[config.mk]
export PLATFORM = sky130hd
export DESIGN_NAME = adc_serial_responder
export DESIGN_NICKNAME = d
export VERILOG_FILES = /design/src/rtl/adc_resp_pkg.sv /design/src/rtl/adc_resp_sync_edge.sv /design/src/rtl/adc_resp_ctrl.sv /design/src/rtl/adc_resp_datapath.sv /design/src/rtl/adc_serial_responder.sv
export SDC_FILE = /design/constraint.sdc
export NUM_CORES = 1
export LEC_CHECK = 0
export ABC_AREA = 1
export ABC_CLOCK_PERIOD_IN_PS = 1600
export CORE_ASPECT_RATIO = 1.75
export CORE_MARGIN = 2
export CORE_UTILIZATION = 50
export CTS_BUF_LIST = sky130_fd_sc_hd__clkbuf_16
export DETAILED_ROUTE_END_ITERATION = 16
export PLACE_DENSITY = 0.8
export RECOVER_POWER = 50
export SLEW_MARGIN = 40
export SYNTH_ARGS = -nofsm -noshare
export SYNTH_HDL_FRONTEND = slang
export SYNTH_SLANG_ARGS = --single-unit
[constraint.sdc]
create_clock -name clk -period 1.6 [get_ports clk]
set_input_delay 0.4 -clock clk [delete_from_list [all_inputs] [get_ports clk]]
set_output_delay 0.4 -clock clk [all_outputs]
set_load 0.005 [all_outputs]
[src/rtl/adc_resp_pkg.sv]
package adc_resp_pkg;
  typedef struct packed {
    logic load;     // capture sample, enter hold, enable line
    logic shift;    // advance serial word
    logic release_; // stop driving line after final bit
    logic track;    // return to track
    logic stop;     // frame closed by chip-select rise
  } ctrlStrobes_t;
endpackage

[src/rtl/adc_resp_sync_edge.sv]
module adc_resp_sync_edge #(
  parameter int STAGES = 2,
  parameter logic RESET_VAL = 1'b1
) (
  input  logic clk,
  input  logic rstN,
  input  logic pinIn,
  output logic riseOut,
  output logic fallOut
);
  logic [STAGES-1:0] pipeQ;
  logic prevQ;

  generate
    if (STAGES > 1) begin : g_multi
      always_ff @(posedge clk or negedge rstN) begin
        if (!rstN) pipeQ <= {STAGES{RESET_VAL}};
        else       pipeQ <= {pipeQ[STAGES-2:0], pinIn};
      end
    end else begin : g_single
      always_ff @(posedge clk or negedge rstN) begin
        if (!rstN) pipeQ <= RESET_VAL;
        else       pipeQ <= pinIn;
      end
    end
  endgenerate

  always_ff @(posedge clk or negedge rstN) begin
    if (!rstN) prevQ <= RESET_VAL;
    else       prevQ <= pipeQ[STAGES-1];
  end

  assign riseOut = pipeQ[STAGES-1] & ~prevQ;
  assign fallOut = ~pipeQ[STAGES-1] & prevQ;
endmodule

[src/rtl/adc_resp_ctrl.sv]
module adc_resp_ctrl
  import adc_resp_pkg::*;
#(
  parameter int FRAME_LEN  = 16,
  parameter int TRACK_EDGE = 13
) (
  input  logic         clk,
  input  logic         rstN,
  input  logic         csFall,
  input  logic         csRise,
  input  logic         sclkFall,
  input  logic         sclkRise,
  output ctrlStrobes_t strobes,
  output logic         abortPulse
);
  localparam int CNT_W = $clog2(FRAME_LEN + 1);
  localparam logic [CNT_W-1:0] LAST  = CNT_W'(FRAME_LEN);
  localparam logic [CNT_W-1:0] TRACK = CNT_W'(TRACK_EDGE);

  logic [CNT_W-1:0] edgeCnt;
  logic activeQ;
  logic abortQ;

  always_comb begin
    strobes          = '0;
    strobes.load     = csFall;
    strobes.shift    = sclkFall && activeQ && (edgeCnt < LAST);
    strobes.release_ = sclkFall && activeQ && (edgeCnt == LAST - 1'b1);
    strobes.track    = sclkRise && activeQ && (edgeCnt >= TRACK);
    strobes.stop     = csRise && activeQ;
  end

  always_ff @(posedge clk or negedge rstN) begin
    if (!rstN) begin
      edgeCnt <= '0;
      activeQ <= 1'b0;
      abortQ  <= 1'b0;
    end else begin
      abortQ <= csRise && activeQ && (edgeCnt < LAST);
      if (csFall) begin
        edgeCnt <= '0;
        activeQ <= 1'b1;
      end else if (csRise) begin
        edgeCnt <= '0;
        activeQ <= 1'b0;
      end else if (strobes.shift) begin
        edgeCnt <= edgeCnt + 1'b1;
      end
    end
  end

  assign abortPulse = abortQ;

  // the edge count never passes the frame length
  a_r6_count_bound: assert property (@(posedge clk) disable iff (!rstN)
    edgeCnt <= LAST);
  // abort strobe lasts one cycle
  a_r7_abort_single: assert property (@(posedge clk) disable iff (!rstN)
    abortPulse |=> !abortPulse);
  // a finished frame keeps its count while chip-select stays low
  a_r9_hold_done: assert property (@(posedge clk) disable iff (!rstN)
    (edgeCnt == LAST && !csRise && !csFall) |=> edgeCnt == LAST);
  // each accepted falling edge advances the count by one
  a_r3_count_step: assert property (@(posedge clk) disable iff (!rstN)
    (sclkFall && activeQ && edgeCnt < LAST && !csRise && !csFall)
      |=> edgeCnt == $past(edgeCnt) + 1'b1);
endmodule

[src/rtl/adc_resp_datapath.sv]
module adc_resp_datapath
  import adc_resp_pkg::*;
#(
  parameter int DATA_W = 12,
  parameter int LEAD_W = 4
) (
  input  logic              clk,
  input  logic              rstN,
  input  ctrlStrobes_t      strobes,
  input  logic [DATA_W-1:0] sampleIn,
  output logic              sdataOut,
  output logic              sdataEn,
  output logic              holdOut
);
  localparam int WORD_W = DATA_W + LEAD_W;

  logic [WORD_W-1:0] shReg;
  logic oeQ;
  logic holdQ;

  always_ff @(posedge clk or negedge rstN) begin
    if (!rstN) begin
      shReg <= '0;
      oeQ   <= 1'b0;
      holdQ <= 1'b0;
    end else begin
      if (strobes.load) begin
        shReg <= {{LEAD_W{1'b0}}, sampleIn};
        oeQ   <= 1'b1;
        holdQ <= 1'b1;
      end else begin
        if (strobes.shift)                    shReg <= {shReg[WORD_W-2:0], 1'b0};
        if (strobes.release_ || strobes.stop) oeQ   <= 1'b0;
        if (strobes.track || strobes.stop)    holdQ <= 1'b0;
      end
    end
  end

  assign sdataOut = oeQ & shReg[WORD_W-1];
  assign sdataEn  = oeQ;
  assign holdOut  = holdQ;

  // once released, the line stays quiet until a new frame loads
  a_r6_quiet_after_release: assert property (@(posedge clk) disable iff (!rstN)
    (!oeQ && !strobes.load) |=> !oeQ);
  // a new frame starts driving the first leading zero in hold
  a_r2_frame_start: assert property (@(posedge clk) disable iff (!rstN)
    strobes.load |=> (oeQ && holdQ && !sdataOut));
endmodule

[src/rtl/adc_serial_responder.sv]
module adc_serial_responder
  import adc_resp_pkg::*;
#(
  parameter int DATA_W      = 12,
  parameter int LEAD_W      = 4,
  parameter int TRACK_EDGE  = 13,
  parameter int SYNC_STAGES = 2
) (
  input  logic              clk,
  input  logic              rstN,
  input  logic              csN,
  input  logic              sclk,
  input  logic [DATA_W-1:0] sampleIn,
  output logic              sdataOut,
  output logic              sdataEn,
  output logic              holdOut,
  output logic              abortPulse
);
  localparam int FRAME_LEN = DATA_W + LEAD_W;

  logic csRise, csFall, sclkRise, sclkFall;
  ctrlStrobes_t strobes;

  adc_resp_sync_edge #(.STAGES(SYNC_STAGES), .RESET_VAL(1'b1)) csSync_i (
    .clk(clk), .rstN(rstN), .pinIn(csN), .riseOut(csRise), .fallOut(csFall));

  adc_resp_sync_edge #(.STAGES(SYNC_STAGES), .RESET_VAL(1'b1)) sclkSync_i (
    .clk(clk), .rstN(rstN), .pinIn(sclk), .riseOut(sclkRise), .fallOut(sclkFall));

  adc_resp_ctrl #(.FRAME_LEN(FRAME_LEN), .TRACK_EDGE(TRACK_EDGE)) ctrl_i (
    .clk(clk), .rstN(rstN), .csFall(csFall), .csRise(csRise),
    .sclkFall(sclkFall), .sclkRise(sclkRise), .strobes(strobes),
    .abortPulse(abortPulse));

  adc_resp_datapath #(.DATA_W(DATA_W), .LEAD_W(LEAD_W)) dp_i (
    .clk(clk), .rstN(rstN), .strobes(strobes), .sampleIn(sampleIn),
    .sdataOut(sdataOut), .sdataEn(sdataEn), .holdOut(holdOut));

  // an abort always leaves the line undriven and the block in track
  a_r7_abort_quiet: assert property (@(posedge clk) disable iff (!rstN)
    abortPulse |-> (!sdataEn && !holdOut));
endmodule

* Yosys cells after proc, flatten, opt, wreduce, memory -nomap -nowiden *
Cells that the tools add are included.

operators by class
  equal/unequal tests = 1
  order comparisons = 2
  muxes and demuxes = 11
  reduce and logical (&&, ||, !) cells = 14
  add/subtract/negate cells = 1
  bitwise gates (word level) = 9

operator list
  cell                 count
  $mux 16              2
  $mux 5               3
  $reduce_bool 2->1    4
  $logic_and 1x1->1    7
  $mux 1               6
  $add 5x1->5 const B  1
  $and 1x1->1          5
  $eq 5x4->1 const B   1
  $ge 5x4->1 const B   1
  $lt 5x5->1 const B   1
  $not 1->1            4
  $reduce_bool 3->1    1
  $logic_or 1x1->1     2

storage, ports and cells
  output and inout bits = 4
  register bits after elaboration = 31
  bits of input ports = 16
  word-level logic and storage cells = 48

* Depth between registers and ports, before layout *
  word-level depth = 7
  depth in mapped cells = 8
  mapped depth without buffers = 8

* Hierarchy *
From an unflattened synthesis, not the netlist that was laid out.

unflattened totals
  cells, all modules = 159
  area, all modules = 1431.4 um^2

by module, submodules not included
  module              seq. area each (um^2)  times used  cells an instance  area an instance (um^2)
  adc_resp_datapath   450.4                  1           92                 810.8
  adc_resp_ctrl       175.2                  1           53                 432.9
  adc_resp_sync_edge  78.8                   2           7                  93.8

* Worst setup path after synthesis *
No wires, ideal clock.

  path type = reg2reg
  start = register csSync_i.pipeQ[1]
  end = register dp_i.shReg[3]
  required time = 1531 ps
  clock period less this slack = 1356 ps
  slack = 244 ps
  buffers on the path = 1
  arrival time = 1287 ps
  library setup time = 69 ps
  stages on the path, launching flop included = 7
  cell sequence = dfstp_2 > inv_1 > ha_1 > inv_1 > buf_2 > nand3_1 > nand3_1

on the way
  longest elaborated chain between the ends = 3
  elaborated cells between the ends (all ways) = 4
  classes of those cells = mux (1); bitwise (2); reduce/logical (1)

ends and longest elaborated chain
  item                                          line                        text
  from (decl)                                   adc_resp_sync_edge.sv:11    logic [STAGES-1:0] pipeQ;
  from (signal assigned)                        adc_resp_sync_edge.sv:17    if (!rstN) pipeQ <= {STAGES{RESET_VAL}};
  from (signal assigned)                        adc_resp_sync_edge.sv:18    else pipeQ <= {pipeQ[STAGES-2:0], pinIn};
  $not 1->1 *                                   adc_resp_sync_edge.sv:34    assign fallOut = ~pipeQ[STAGES-1] & prevQ;
  $and 1x1->1 *                                 adc_resp_sync_edge.sv:34
  via csFall                                    adc_serial_responder.sv:21  logic csRise, csFall, sclkRise, sclkFall;
  $mux 16 or $reduce_bool 2->1 (tied branches)  n/a
  to (signal assigned)                          adc_resp_datapath.sv:28     shReg <= {{LEAD_W{1'b0}}, sampleIn};
  to (signal assigned)                          adc_resp_datapath.sv:32     if (strobes.shift) shReg <= {shReg[WORD_W-2:0], 1'b0};
  to (decl)                                     adc_resp_datapath.sv:17     logic [WORD_W-1:0] shReg;

The timed path passes the listed nets; every way through them passes the cells marked *.
A chain may end at the register's enable or synchronous reset.

* Worst setup path in the final report *
  start = register dp_i.oeQ (netlist: dp_i.sdataEn)
  end = output port sdataEn

RTL lines
  item                    line                        text
  from (decl)             adc_resp_datapath.sv:18     logic oeQ;
  from (signal assigned)  adc_resp_datapath.sv:24     oeQ <= 1'b0;
  from (signal assigned)  adc_resp_datapath.sv:29     oeQ <= 1'b1;
  from (signal assigned)  adc_resp_datapath.sv:33     if (strobes.release_ || strobes.stop) oeQ <= 1'b0;
  to (decl)               adc_serial_responder.sv:15  output logic sdataEn,

No word-level cell between the ends.

==> flow_metrics.env <==
export IMPL_grt_usage_pct=20.4
export IMPL_leakage_nw=0.910
export IMPL_powerDensity_nw_per_um2=1170
export IMPL_wl_um=2970
export IMPL_netlist_area_um2=1470
export IMPL_layout_commonest_cell="nand2_1"
export IMPL_grt_overflow_total=0
export IMPL_ys_ff_latch=31
export IMPL_outcome="complete, no violations"
export IMPL_gp_congestion=0.797
export IMPL_crit_family="buffers and inverters"
export IMPL_path_buf_inv=1
export IMPL_post_drt_wl_per_cell_um=13.9
export IMPL_tritoncts="done"
export IMPL_peakVddDrop_mv=0.995
export IMPL_period_share_pct=96.4
export IMPL_n_fill_cell=239
export IMPL_grt_max_degree=32
export IMPL_antenna_found_initial=0
export IMPL_layout_common_cells="nand2_1, nand3_1, dfrtp_1"
export IMPL_rsz0062_at_grt="no"
export IMPL_drv_slew=0
export IMPL_syn_inst=159
export IMPL_clock_fmax_mhz=649
export IMPL_syn_avg_cell_area_um2=9.23
export IMPL_slew_headroom_pct=49.7
export IMPL_grt_pass1_vias=1168
export IMPL_yosysWarnings=0
export IMPL_first_pass_iters=4
export IMPL_setup_viol_count_final=0
export IMPL_clock_path_buffers=2
export IMPL_holdPathEnd="sclkSync_i.pipeQ[1]$_DFF_PN1_"
export IMPL_dr_first_iter_drc_count=39
export IMPL_arrival_ns=1.14
export IMPL_whs_path_depth=0
export IMPL_ff2ff_path_depth=6
export IMPL_worstMarginPinSlew_ns=0.754
export IMPL_skew_ns=0.00596
export IMPL_synth_sequential_area_ratio_pct=53.4
export IMPL_crit_required_ns=1.20
export IMPL_drc_errors=0
export IMPL_viasPerCell=5.44
export IMPL_grt_pass1_wl_um=4960
export IMPL_ctsHoldBuffers=0
export IMPL_clk_latency_ns=0.28
export IMPL_slowest_stage="clkdlybuf4s50_1"
export IMPL_chipHeight_um=75.7
export IMPL_cts_buffers=5
export IMPL_io_pins=20
export IMPL_cts_clk_slew_worst_paths_ns=0.05
export IMPL_rows=26
export IMPL_reg2reg_slack_ns=0.13
export IMPL_critPathKind="flip-flop to output port"
export IMPL_setup_worst_path_end_class="output port"
export IMPL_hp_class="flip-flop to flip-flop"
export IMPL_core_area_um2=2860
export IMPL_cts_root_buf="clkbuf_16"
export IMPL_port_buffers=19
export IMPL_crit_fanout=3
export IMPL_syn_to_final_growth_pct=25.2
export IMPL_ys_types=22
export IMPL_power_w=0.00214
export IMPL_nets=205
export IMPL_max_stage_delay_ns=0.51
export IMPL_r2r_end="dp_i.shReg[2]$_DFFE_PN0P_"
export IMPL_die_w_um=45.0
export IMPL_post_dp_hpwl_um=2170
export IMPL_r2r_start="csSync_i.pipeQ[1]$_DFF_PN1_"
export IMPL_dieArea_um2=3400
export IMPL_cap_violations=0
export IMPL_final_hold_viol_count=0
export IMPL_initial_core_util_pct=51.3
export IMPL_min_from="sclkSync_i.pipeQ[0]$_DFF_PN1_"
export IMPL_register_area_um2=783
export IMPL_num_vias=1159
export IMPL_multi_input_area_um2=588
export IMPL_insertedDiodeCount=0
export IMPL_antenna_left=0
export IMPL_cts_setup_buffers=0
export IMPL_cp_start_kind="flip-flop"
export IMPL_syn_nets=180
export IMPL_path_cells="clkdlybuf4s50_1"
export IMPL_min_period_ns=1.54
export IMPL_finalSetupTns_ns=0
export IMPL_final_layout_size_suffix_gt1_share_pct=15.7
export IMPL_clock_sinks=31
export IMPL_h_tree_depth=2
## synth_stat cells
master	number	area, um2
nand2_1	49	184
nand3_1	29	145
dfrtp_1	25	626
inv_1	12	45.0
dfstp_2	6	158
ha_1	5	62.6
nand3_2	5	50.1
nor2_1	5	18.8
nand4_1	3	18.8
o21ai_0	3	15.0
buf_2	2	10.0
buf_6	2	22.5
nand2_2	2	12.5
nand2_4	2	22.5
o21ai_2	2	17.5
and2_1	1	6.26
and3b_2	1	10.0
buf_8	1	15.0
clkbuf_1	1	3.75
nand3b_1	1	7.51
nor2_2	1	6.26
nor2_4	1	11.3
## cell type report
type / count / area share (%)
Sequential cell: 31 / 42.6
Multi-Input combinational cell: 110 / 32.0
Timing Repair Buffer: 24 / 13.5
Clock buffer: 5 / 6.81
Inverter: 12 / 2.45
Tap cell: 28 / 1.91
Clock inverter: 3 / 0.681
## layer usage
| metal | global-route usage, % | wire (um) | share of wire, % | vias up |
|---|---|---|---|---|
| met3 | 5.21 | 120 | 4.0 | 11 |
| met2 | 36.3 | 1670 | 56 | 34 |
| met1 | 21.0 | 1070 | 36 | 553 |
| li1 | - | - | - | 561 |
| met5 | 0 | 0 | 0 | - |
| met4 | 11.1 | 116 | 3.9 | 0 |
## report_power, final
part           total [W]  internal, W  switching, W
logic           0.000308     0.000149      0.000159
registers       0.000962     0.000883     0.0000783
clock network   0.000875     0.000560      0.000315
## stage by stage
stage,hold slack (ns),cell area [um2],util [%],std cells,setup slack (ns)
floorplan,0.104,1470,-,159,0.244
global placement,0.346,1720,60.0,205,0.194
detailed placement,0.352,1720,60.0,205,0.156
CTS,0.356,1850,64.7,213,0.0552
global route,0.365,1840,64.2,213,0.0324
finish,0.363,1840,64.2,213,0.0584
## logic make-up after synthesis
kind of cell | share of synthesized area (%)
AOI/OAI and AO/OA | 2.22
adders and majority gates | 4.26
and+or+nand+nor | 33.6
buffers and inverters | 6.56
DFF | 53.4
## sequential cells by signal, indices dropped and copies added (netlist names)
| name | count |
|---|---|
| csSync_i.pipeQ | 2 |
| csSync_i.prevQ | 1 |
| ctrl_i.abortPulse | 1 |
| ctrl_i.activeQ | 1 |
| ctrl_i.edgeCnt | 5 |
| dp_i.holdOut | 1 |
| dp_i.sdataEn | 1 |
| dp_i.shReg | 16 |
| sclkSync_i.pipeQ | 2 |
| sclkSync_i.prevQ | 1 |
## worst max-delay path by stage
stage	startpoint	cells after the start	slack [ns]	to
floorplan	csSync_i.pipeQ[1]$_DFF_PN1_	6	0.24	dp_i.shReg[3]$_DFFE_PN0P_
global placement	csSync_i.pipeQ[1]$_DFF_PN1_	6	0.19	dp_i.shReg[2]$_DFFE_PN0P_
detailed placement	csSync_i.pipeQ[1]$_DFF_PN1_	6	0.16	dp_i.shReg[2]$_DFFE_PN0P_
CTS	dp_i.sdataEn$_DFFE_PN0P_	1	0.06	sdataEn
global route	dp_i.sdataEn$_DFFE_PN0P_	1	0.03	sdataEn
finish	dp_i.sdataEn$_DFFE_PN0P_	1	0.06	sdataEn
## what timing repair did
item,4_1_cts,5_1_grt
setup endpoints to repair,1,0
gates resized for setup,1,0
hold endpoints to repair,0,0
Note: power is estimated with default switching activity, not from simulation.
